===== src/rtl/wop_pkg.sv =====
package wop_pkg;
  typedef enum logic [1:0] {
    OP_PROG = 2'd0,
    OP_SECT = 2'd1,
    OP_BANK = 2'd2,
    OP_RSVD = 2'd3
  } op_e;

  function automatic logic op_is_erase(logic [1:0] op);
    return (op == OP_SECT) || (op == OP_BANK);
  endfunction

  function automatic logic op_is_legal(logic [1:0] op);
    return op != OP_RSVD;
  endfunction
endpackage


===== src/rtl/wop_timer.sv =====
module wop_timer #(
  parameter int CNT_W = 8
) (
  input  logic             clk,
  input  logic             rst_n,
  input  logic             load_i,
  input  logic [CNT_W-1:0] load_val_i,
  output logic             busy_o,
  output logic             done_o,
  output logic             expire_o
);
  logic [CNT_W-1:0] cnt_q;
  logic             busy_q;
  logic             done_q;

  assign expire_o = busy_q && (cnt_q == '0);

  always_ff @(posedge clk) begin
    if (!rst_n) begin
      cnt_q  <= '0;
      busy_q <= 1'b0;
      done_q <= 1'b0;
    end else begin
      done_q <= expire_o;
      if (load_i && !busy_q) begin
        busy_q <= 1'b1;
        cnt_q  <= load_val_i;
      end else if (expire_o) begin
        busy_q <= 1'b0;
      end else if (busy_q) begin
        cnt_q <= cnt_q - 1'b1;
      end
    end
  end

  assign busy_o = busy_q;
  assign done_o = done_q;

  // the countdown moves by one each busy cycle until it expires
  assert_count_steps_R2: assert property (@(posedge clk) disable iff (!rst_n)
    (busy_q && cnt_q != '0) |=> (busy_q && cnt_q == $past(cnt_q) - 1'b1));

  // expiry ends busy and produces the completion pulse on the next cycle
  assert_expire_done_R3: assert property (@(posedge clk) disable iff (!rst_n)
    expire_o |=> (done_q && !busy_q));
endmodule


===== src/rtl/wop_toggle.sv =====
module wop_toggle (
  input  logic clk,
  input  logic rst_n,
  input  logic clear_i,
  input  logic step_i,
  output logic tog_o
);
  logic tog_q;

  always_ff @(posedge clk) begin
    if (!rst_n)       tog_q <= 1'b0;
    else if (clear_i) tog_q <= 1'b0;
    else if (step_i)  tog_q <= ~tog_q;
  end

  assign tog_o = tog_q;

  // without a read step or a clear the toggle bit holds
  assert_toggle_hold_R6: assert property (@(posedge clk) disable iff (!rst_n)
    (!step_i && !clear_i) |=> $stable(tog_q));

  // a clear leaves the toggle bit at zero
  assert_toggle_clear_R6: assert property (@(posedge clk) disable iff (!rst_n)
    clear_i |=> !tog_q);
endmodule


===== src/rtl/wop_status.sv =====
module wop_status
  import wop_pkg::*;
(
  input  logic       busy_i,
  input  logic [1:0] op_i,
  input  logic       data7_i,
  input  logic       tog_i,
  output logic [7:0] status_o
);
  function automatic logic poll_bit(logic [1:0] op, logic d7);
    return op_is_erase(op) ? 1'b0 : ~d7;
  endfunction

  always_comb begin
    status_o = 8'h00;
    if (busy_i) begin
      status_o[7] = poll_bit(op_i, data7_i);
      status_o[6] = tog_i;
    end
  end
endmodule


===== src/rtl/wop_status_timer.sv =====
module wop_status_timer
  import wop_pkg::*;
#(
  parameter int ADDR_W   = 18,
  parameter int PROG_CYC = 2000,
  parameter int SECT_CYC = 1800000,
  parameter int BANK_CYC = 7000000
) (
  input  logic              clk,
  input  logic              rst_n,
  input  logic              start_i,
  input  logic [1:0]        op_i,
  input  logic [ADDR_W-1:0] addr_i,
  input  logic [7:0]        data_i,
  input  logic              rd_i,
  output logic              busy_o,
  output logic [7:0]        status_o,
  output logic              done_o,
  output logic              upd_o,
  output logic [1:0]        upd_op_o,
  output logic [ADDR_W-1:0] upd_addr_o,
  output logic [7:0]        upd_data_o
);
  localparam int MAX_A  = (PROG_CYC > SECT_CYC) ? PROG_CYC : SECT_CYC;
  localparam int MAX_C  = (MAX_A > BANK_CYC) ? MAX_A : BANK_CYC;
  localparam int CNT_W  = $clog2(MAX_C + 1);

  function automatic logic [CNT_W-1:0] reload_of(logic [1:0] op);
    case (op)
      OP_SECT: return CNT_W'(SECT_CYC - 1);
      OP_BANK: return CNT_W'(BANK_CYC - 1);
      default: return CNT_W'(PROG_CYC - 1);
    endcase
  endfunction

  logic              accept;
  logic              busy;
  logic              expire;
  logic              rd_step;
  logic              tog;
  logic [1:0]        op_q;
  logic [ADDR_W-1:0] addr_q;
  logic [7:0]        data_q;

  assign accept  = start_i && !busy && op_is_legal(op_i);
  assign rd_step = rd_i && busy;

  always_ff @(posedge clk) begin
    if (!rst_n) begin
      op_q   <= OP_PROG;
      addr_q <= '0;
      data_q <= '0;
    end else if (accept) begin
      op_q   <= op_i;
      addr_q <= addr_i;
      data_q <= data_i;
    end
  end

  wop_timer #(.CNT_W(CNT_W)) u_timer (
    .clk        (clk),
    .rst_n      (rst_n),
    .load_i     (accept),
    .load_val_i (reload_of(op_i)),
    .busy_o     (busy),
    .done_o     (done_o),
    .expire_o   (expire)
  );

  wop_toggle u_toggle (
    .clk     (clk),
    .rst_n   (rst_n),
    .clear_i (accept),
    .step_i  (rd_step),
    .tog_o   (tog)
  );

  wop_status u_status (
    .busy_i   (busy),
    .op_i     (op_q),
    .data7_i  (data_q[7]),
    .tog_i    (tog),
    .status_o (status_o)
  );

  assign busy_o     = busy;
  assign upd_o      = done_o;
  assign upd_op_o   = op_q;
  assign upd_addr_o = addr_q;
  assign upd_data_o = data_q;

  // busy only rises after a legal start pulse
  assert_busy_needs_start_R2: assert property (@(posedge clk) disable iff (!rst_n)
    $rose(busy_o) |-> ($past(start_i) && $past(op_i) != OP_RSVD));

  // the completion pulse lasts one cycle and follows a busy cycle
  assert_done_single_R3: assert property (@(posedge clk) disable iff (!rst_n)
    done_o |-> (!busy_o && $past(busy_o))) ;
  assert_done_one_cycle_R3: assert property (@(posedge clk) disable iff (!rst_n)
    done_o |=> !done_o);

  // captured operands hold while busy
  assert_capture_hold_R8: assert property (@(posedge clk) disable iff (!rst_n)
    (busy_o && !expire) |=> ($stable(addr_q) && $stable(data_q) && $stable(op_q)));

  // a reserved op code never starts an operation
  assert_rsvd_ignored_R9: assert property (@(posedge clk) disable iff (!rst_n)
    (!busy_o && start_i && op_i == OP_RSVD) |=> !busy_o);

  // the idle status byte is all zero
  assert_idle_status_R7: assert property (@(posedge clk) disable iff (!rst_n)
    !busy_o |-> status_o == 8'h00);
endmodule


===== config.mk =====
export PLATFORM = sky130hd
export DESIGN_NAME = wop_status_timer
export DESIGN_NICKNAME = d
export VERILOG_FILES = /design/src/rtl/wop_pkg.sv /design/src/rtl/wop_timer.sv /design/src/rtl/wop_toggle.sv /design/src/rtl/wop_status.sv /design/src/rtl/wop_status_timer.sv
export SDC_FILE = /design/constraint.sdc
export NUM_CORES = 1
export LEC_CHECK = 0
export CAP_MARGIN = 20
export CORE_UTILIZATION = 34
export DETAILED_ROUTE_END_ITERATION = 8
export GPL_ROUTABILITY_DRIVEN = 0
export GPL_TIMING_DRIVEN = 1
export SYNTH_ARGS = -nofsm -noshare
export SYNTH_HDL_FRONTEND = slang
export SYNTH_HIERARCHICAL = 1
export SYNTH_SLANG_ARGS = --single-unit
export TNS_END_PERCENT = 100

===== constraint.sdc =====
create_clock -name clk -period 5 [get_ports clk]
set_input_delay 1.25 -clock clk [delete_from_list [all_inputs] [get_ports clk]]
set_output_delay 1.25 -clock clk [all_outputs]
set_load 0.03 [all_outputs]

# Yosys cells after proc, flatten, opt, wreduce, memory -nomap -nowiden
# Cells that the tools add are included.
# Widths: inputs -> output; s select.
# op_classes
addsub	1
n_mul	0
n_div	0
magnitude_cmp	0
n_eq_ne	6
shifts	0
n_mux	8
n_bitwise	3
reduce_logical	12
# ops
cell	n
$mux 23	3
$pmux 23 s2	1
$logic_not 23->1	1
$sub 23x1->23 const B	1
$logic_and 1x1->1	5
$eq 2x1->1 const B	2
$eq 2x2->1 const B	2
$reduce_bool 2->1	2
$mux 1	3
$not 1->1	3
$mux 2	1
$ne 2x1->1 const B	1
$ne 2x2->1 const B	1
$reduce_and 2->1	1
$reduce_or 2->1	1
$logic_not 1->1	1
$logic_or 1x1->1	1
# totals
regBits	54
latchBits	0
ram_bits	0
mem_bits_ro	0
inputBits	32
out_inout_bits	39
memories	0

# Logic depth before layout (Yosys ltp)
# Gate-level depths: netlist (run 1).
# logic_depth
word_depth	6
ltp_mapped	10
depth_no_buf	7

# Hierarchy
# The synthesis (run 1) kept the hierarchy.
# modules_own_cells
module	n_inst	cells_each	area_each_um2
wop_timer	1	206	1632.8
wop_status_timer	1	134	1217.4
wop_status	1	10	76.3
wop_toggle	1	3	41.3

# Least setup slack after synthesis (run 1)
# Ideal clock, no wire load.
# synth_timing
path_type	input to register
startpoint	input op_i[0]
endpoint	register u_timer.cnt_q[6]
setup_time_ps	125
arrival_time_ps	2839
required_time_ps	4875
setup_slack_ps	2036
stages	9
path_buffers	3
path_cell_list	ha_1 > nor3b_2 > buf_4 > nor2b_1 > clkbuf_1 > clkbuf_1 > nor2_1 > o211ai_1 > o31ai_1
# synth_via
elab_chain_cells	5
elab_cells_between_ends	10
cone_classes	eq/ne: 4; mux: 2; reduce/logical: 4
# synth_lines
element	line_no	rtl
start, declared	wop_status_timer.sv:12	input logic [1:0] op_i,
$ne 2x2->1 *	wop_pkg.sv:14	return op != OP_RSVD;
$logic_and 1x1->1 *	wop_status_timer.sv:45	assign accept = start_i && !busy && op_is_legal(op_i);
via accept	wop_status_timer.sv:36	logic accept;
$logic_and 1x1->1 *	wop_timer.sv:25	if (load_i && !busy_q) begin
$ne 2x1->1 (no source line) / $reduce_bool 2->1 (equally long branches)	--	
$reduce_and 2->1 (no source line)	--	
end signal, assigned	wop_timer.sv:27	cnt_q <= load_val_i;
end signal, assigned	wop_timer.sv:31	cnt_q <= cnt_q - 1'b1;
end, declared	wop_timer.sv:12	logic [CNT_W-1:0] cnt_q;
# The timed path passes the listed nets; every way through them passes the cells marked *.
# A chain may end at the register's enable or synchronous reset.

# Worst setup path after layout (run 1)
# layout_timing
startpoint	input op_i[0]
endpoint	register u_timer.cnt_q[20]
# layout_via
elab_chain_cells	5
elab_cells_between_ends	10
cone_classes	eq/ne: 4; mux: 2; reduce/logical: 4
# layout_lines
element	line_no
$ne 2x2->1	wop_pkg.sv:14
$logic_and 1x1->1	wop_status_timer.sv:45
$logic_and 1x1->1	wop_timer.sv:25
$ne 2x1->1 (no source line) / $reduce_bool 2->1 (equally long branches)	--
$reduce_and 2->1 (no source line)	--
# Parallel ways exist; a longest one is shown, timed or not.

==> impl_metrics.toml, run 1 <==
[pwr]
switching_share_pct = 38.09
leakagePower_nw = 1.361
p_per_area_nw_per_um2 = 333.6
comb_power_share_pct = 37.3
power_frac_clock_pct = 20.2
p_total_w = 0.001233
p_int_w = 0.0007631
peakVddDrop_v = 0.0001261
switchingPower_w = 0.0004695
seq_power_share_pct = 42.4

[synth]
synth_area_leader_cell = "dfxtp_1"
synth-edff-count = 0
synthTopCellsByCount = "nand2_1 (79), dfxtp_1 (54), mux2i_1 (28)"
synth_cells = 353
synth_fa_ha_area_share_pct = 2.108
netlist_area_um2 = 2968
synth_xor_area_share_pct = 0.5902
synth_mux_area_share_pct = 9.444
ys_top_cells_by_area = "dfxtp_1 (36%), nand2_1 (10%), mux2i_1 (9.4%), a21oi_1 (2.5%), buf_4 (2.5%)"
ys_ff_latch = 54
yosysSeqAreaShare_pct = 36.42
synth-compound-area-share_pct = 17.28
async_reset_ff_share_pct = 0
ys_types = 55
synth_area_per_cell_um2 = 8.407
synth_top_family_by_area = "simple AND/OR/NAND/NOR gates"
synth.most_common_cell = "nand2_1"
synthSimpleGateAreaFrac_pct = 25.55
yosysWarnings = 6
yosys.area.top_type_share_pct = 36.42
synth_flop_cell = "dfxtp_1"

[place]
io_buffers = 64
dp_hpwl_um = 4767
post-place-ws_ps = 1381

[die]
io_pins = 71
die_h_um = 95.43
row_count = 33
start_util_pct = 35.58
die_w_um = 95.43
die_area_um2 = 9107
core_area_um2 = 8341

[sta]
clock.fmax_mhz = 303.2
worstMarginPinSlew_ps = 1056
finalSetupViolCount = 0
skew_ps = 10.66
setup_tns_ps = 0
hold_violations = 0
relSlewSlack_pct = 29.05
fin_ws_ps = 1702
rsz0062_at_grt = "no"
slew_viol_final = 0
period_minus_slack_ps = 3298
post-route-period-util_pct = 65.96

[cts]
clk_pin_slew_worst_paths_ps = 90
cts_made_buffers = 5
cts_hold_buf = 0
tritoncts = "yes"
clockBufferDepth = 2
cts-root-buf = "clkbuf_8"
post_cts_buffers = 0
htreeDepth = 2
cts_resized = 0
clkSinkCount = 54
worst_skew_pair.late_latency_ps = 310

[min_path]
hold_path.class = "flip-flop to flip-flop"
whs_endpoint = "upd_addr_o[12]$_SDFFE_PN0P_"
hp-start = "upd_addr_o[12]$_SDFFE_PN0P_"
holdPathStages = 2

[final_layout]
layout-drive-gt1-share_pct = 7.090
n_antenna_cell = 0
final_nets = 445
area.growth.synth_to_final_pct = 24.49
post-route-util_pct = 44.30

[routing]
ant_nets = 0
vias = 2650
first_pass_iters = 4
drc_errors = 0
viasPerCell = 5.156
drt_iter0_markers = 163
wl_per_cell_um = 13.96
drt-total-wl_um = 7174

[worst_setup_path]
regToRegSetupSlack_ps = 2480
start_kind = "primary input"
path_class = "primary input to flip-flop"
critPathCaptureType = "flip-flop"
rr_worst_depth = 8
cp_max_fo = 36
cp_data_required_time_ps = 5180
cp_data_arrival_time_ps = 3480
timing.rr.start = "u_timer/cnt_q[0]$_SDFFE_PN0P_"
timing.rr.end = "u_timer/cnt_q[14]$_SDFFE_PN0P_"

[global_route]
grt_pass1_wl_um = 11950
grt_pass1_vias = 2502
grt_overflow = 0
grt_max_degree = 75
grt_util_all_layers_pct = 16.62
antenna_found_initial = 0

[run]
maxCapViolCount = 0

[run_status]
status = "finished clean"
[worst max-delay path: stages]
cell and delay (ps):
clkdlybuf4s50_1 480, ha_1 260, nor3b_4 370, nor2b_2 210
buf_4 330, nor3_1 160, a32oi_1 220, or2_1 140
a21oi_2 50
[layout make-up]
class / count / area [um^2]
tap: 105 / 131.4
inverter: 7 / 26.28
multi-input combinational: 271 / 1697
sequential: 54 / 1081
clock inverter: 2 / 13.76
clock buffer: 6 / 72.57
timing repair buffer: 69 / 673.1
fill: 833 / 4646
[metrics by stage]
step                      cell area, um^2  hold slack (ps)  cells
after global placement               3608            441.6    506
after CTS                            3695            469.0    514
after detailed placement             3608            447.6    506
after floorplan                      3013            453.9    365
after global routing                 3695            484.7    514
final                                3695            465.1    514
[worst max path at each step]
stage	startpoint	cells after the start	endpoint	slack (ps)
global route	op_i[0]	9	u_timer/cnt_q[20]$_SDFFE_PN0P_	1500
floorplan	op_i[0]	9	u_timer/cnt_q[6]$_SDFFE_PN0P_	2040
global placement	op_i[0]	9	u_timer/cnt_q[20]$_SDFFE_PN0P_	1430
detailed placement	op_i[0]	9	u_timer/cnt_q[20]$_SDFFE_PN0P_	1380
CTS	op_i[0]	9	u_timer/cnt_q[20]$_SDFFE_PN0P_	1710
finish	op_i[0]	9	u_timer/cnt_q[20]$_SDFFE_PN0P_	1700
[cells in the final DEF, fill, tap and decap left out, types with 3 or more instances in the layout]
cell and instances:
nor4_1 4, buf_4 5, nand2_1 79, o31ai_1 5
a211oi_1 4, a21oi_1 15, o211ai_1 6, o21ai_0 7
nor4_2 3, nand3_1 4, dfxtp_1 54, a32oi_1 3
or3_1 6, a31oi_1 4, o32ai_1 3, a22oi_1 3
mux2i_1 28, ha_1 5, nand2b_1 4, inv_1 6
nor3_1 11, o221a_1 4, conb_1 15, clkbuf_8 5
o21a_1 3, clkdlybuf4s50_1 63, nor2_1 18, o21ai_1 5
[metal layers]
| layer | routed length (um) | up-vias | track usage (%) |
|---|---|---|---|
| li1 | - | 1330 | - |
| met1 | 3329 | 1229 | 20.90 |
| met2 | 3195 | 86 | 27.08 |
| met3 | 591 | 5 | 5.821 |
| met4 | 57 | 0 | 4.104 |
| met5 | 0 | - | 0 |
[flip-flops by register name (all words and copies together), names as in the netlist]
name / cells
upd_addr_o: 18
upd_op_o: 2
u_toggle/tog_o: 1
upd_data_o: 8
u_timer/busy_o: 1
u_timer/cnt_q: 23
u_timer/done_o: 1
[cell families after synthesis]
group,Yosys count
and+or+nand+nor,149
AOI/OAI and AO/OA,72
DFF,54
buffers and inverters,40
muxes,28
adders and majority gates,5
other,3
xor gates and xnor gates,2
[power groups by stage]
stage | clock network (W) | registers, W | logic [W]
after detailed placement | 0 | 0.000531 | 0.000457
after global routing | 0.000279 | 0.000530 | 0.000503
after CTS | 0.000260 | 0.000522 | 0.000460
after floorplan | 0 | 0.000554 | 0.000326
final | 0.000250 | 0.000523 | 0.000460
after global placement | 0 | 0.000530 | 0.000453
No activity file was read; power rests on OpenSTA's default activity.
==> inputs of run 2 (changes only) <==
clock period = 3.1 ns   (was 5 ns; I/O delays follow)
==> impl_metrics.toml, run 2 (synthesized netlist as in run 1, its figures left out) <==
[final_layout]
area.growth.synth_to_final_pct = 26.77
n_antenna_cell = 0
layout-drive-gt1-share_pct = 9.113
layout_commonest_cell = "nand2_1"
fill_cells = 828
largest_register_ffs = 23
largest-register = "u_timer/cnt_q"
final_nets = 453
mostFrequentLayoutCells = "nand2_1 (79), clkdlybuf4s50_1 (63), dfxtp_1 (54)"

[sta]
setup_tns_ps = 0
worstMarginPinSlew_ps = 866.8
hold_violations = 0
skew_ps = 7.346
rsz0062_at_grt = "no"
period_minus_slack_ps = 2699
post-route-period-util_pct = 87.08
clock.fmax_mhz = 370.5
finalSetupViolCount = 0
relSlewSlack_pct = 42.21
slew_viol_final = 0

[global_route]
grt_pass1_wl_um = 12300
grt_util_all_layers_pct = 17.37
antenna_found_initial = 0
grt_overflow = 0
grt_pass1_vias = 2541
grt_max_degree = 75

[die]
start_util_pct = 35.58
die_area_um2 = 9107
io_pins = 71
core_area_um2 = 8341
die_h_um = 95.43
die_w_um = 95.43
row_count = 33

[pwr]
leakagePower_nw = 1.399
p_total_w = 0.002046
p_per_area_nw_per_um2 = 543.7
peakVddDrop_v = 0.0002288

[worst_setup_path]
start_kind = "flip-flop"
regToRegSetupSlack_ps = 400
rr_worst_depth = 8
path_class = "flip-flop to flip-flop"
cp_max_fo = 21
endpoint = "u_timer/cnt_q[3]$_SDFFE_PN0P_"
timing.rr.start = "u_timer/cnt_q[1]$_SDFFE_PN0P_"
timing.rr.end = "u_timer/cnt_q[3]$_SDFFE_PN0P_"
cp_data_required_time_ps = 3310
startpoint = "u_timer/cnt_q[1]$_SDFFE_PN0P_"
cp_data_arrival_time_ps = 2910
critPathCaptureType = "flip-flop"

[run]
maxCapViolCount = 0

[cts]
clkSinkCount = 54
cts-root-buf = "clkbuf_8"
cts_hold_buf = 0
cts_resized = 0
htreeDepth = 2
cts_made_buffers = 5
tritoncts = "yes"
worst_skew_pair.late_latency_ps = 310
clockBufferDepth = 2
post_cts_buffers = 0
clk_pin_slew_worst_paths_ps = 110

[run_status]
status = "finished clean"

[place]
dp_hpwl_um = 4918
io_buffers = 64

[routing]
viasPerCell = 5.121
first_pass_iters = 4
vias = 2673
drt-total-wl_um = 7283
wl_per_cell_um = 13.95
drc_errors = 0
ant_nets = 0
drt_iter0_markers = 136

[min_path]
hold_path.class = "flip-flop to flip-flop"
run 2: stage by stage:
step	util (%)	hold slack (ps)	cell area (um^2)	setup WS [ps]	cells
final	45.11	465.5	3762	400.6	522
after global routing	45.11	483.3	3762	198.5	522
after CTS	45.11	469.3	3762	411.4	522
after detailed placement	43.98	447.0	3669	171.0	514
after global placement	43.98	441.1	3669	236.1	514
after floorplan	-	453.9	3013	611.2	365
run 2: critical path, stage by stage, from the launching register on:
cell	delay, ps
dfxtp_1	330
inv_1	70
ha_1	200
nor4b_2	400
nand2_1	190
o31ai_4	780
buf_4	320
a21oi_1	60
o221a_1	250
run 2: how the worst min path moves through the flow:
stage | start | endpoint | cells after the start
after floorplan | u_timer/cnt_q[22]$_SDFFE_PN0P_ | u_timer/cnt_q[22]$_SDFFE_PN0P_ | 2
after global placement | upd_addr_o[8]$_SDFFE_PN0P_ | upd_addr_o[8]$_SDFFE_PN0P_ | 2
after CTS | upd_addr_o[14]$_SDFFE_PN0P_ | upd_addr_o[14]$_SDFFE_PN0P_ | 2
after detailed placement | upd_addr_o[1]$_SDFFE_PN0P_ | upd_addr_o[1]$_SDFFE_PN0P_ | 2
after global routing | upd_addr_o[11]$_SDFFE_PN0P_ | upd_addr_o[11]$_SDFFE_PN0P_ | 2
final | upd_addr_o[14]$_SDFFE_PN0P_ | upd_addr_o[14]$_SDFFE_PN0P_ | 2
run 2: final cells by class:
class	count	area [um^2]	area share (%)
Clock inverter	3	25.02	0.6651
Timing Repair Buffer	77	733.2	19.49
Clock buffer	5	68.82	1.829
Multi-Input combinational cell	271	1697	45.09
Tap cell	105	131.4	3.492
Sequential cell	54	1081	28.73
Inverter	7	26.28	0.6984
run 2: metal layers:
| layer | up-vias | share of wire (%) | wire length [um] | global-route usage (%) |
|---|---|---|---|---|
| met3 | 5 | 8.6 | 627 | 6.300 |
| li1 | 1349 | - | - | - |
| met5 | - | 0 | 0 | 0 |
| met1 | 1242 | 47 | 3393 | 22.38 |
| met2 | 77 | 44 | 3201 | 27.62 |
| met4 | 0 | 0.82 | 60 | 3.980 |
run 2: report_power, final:
part           total, W  switching, W  internal (W)
sequential     0.000848     0.0000817      0.000767
clock          0.000422      0.000258      0.000164
combinational  0.000775      0.000443      0.000332
total           0.00205      0.000783       0.00126
==> inputs of run 3 (changes only) <==
GPL_TIMING_DRIVEN = not set   (was 1)
==> results of run 3 <==
Same layout as run 2: the final DEF is identical, and so are final timing and power.
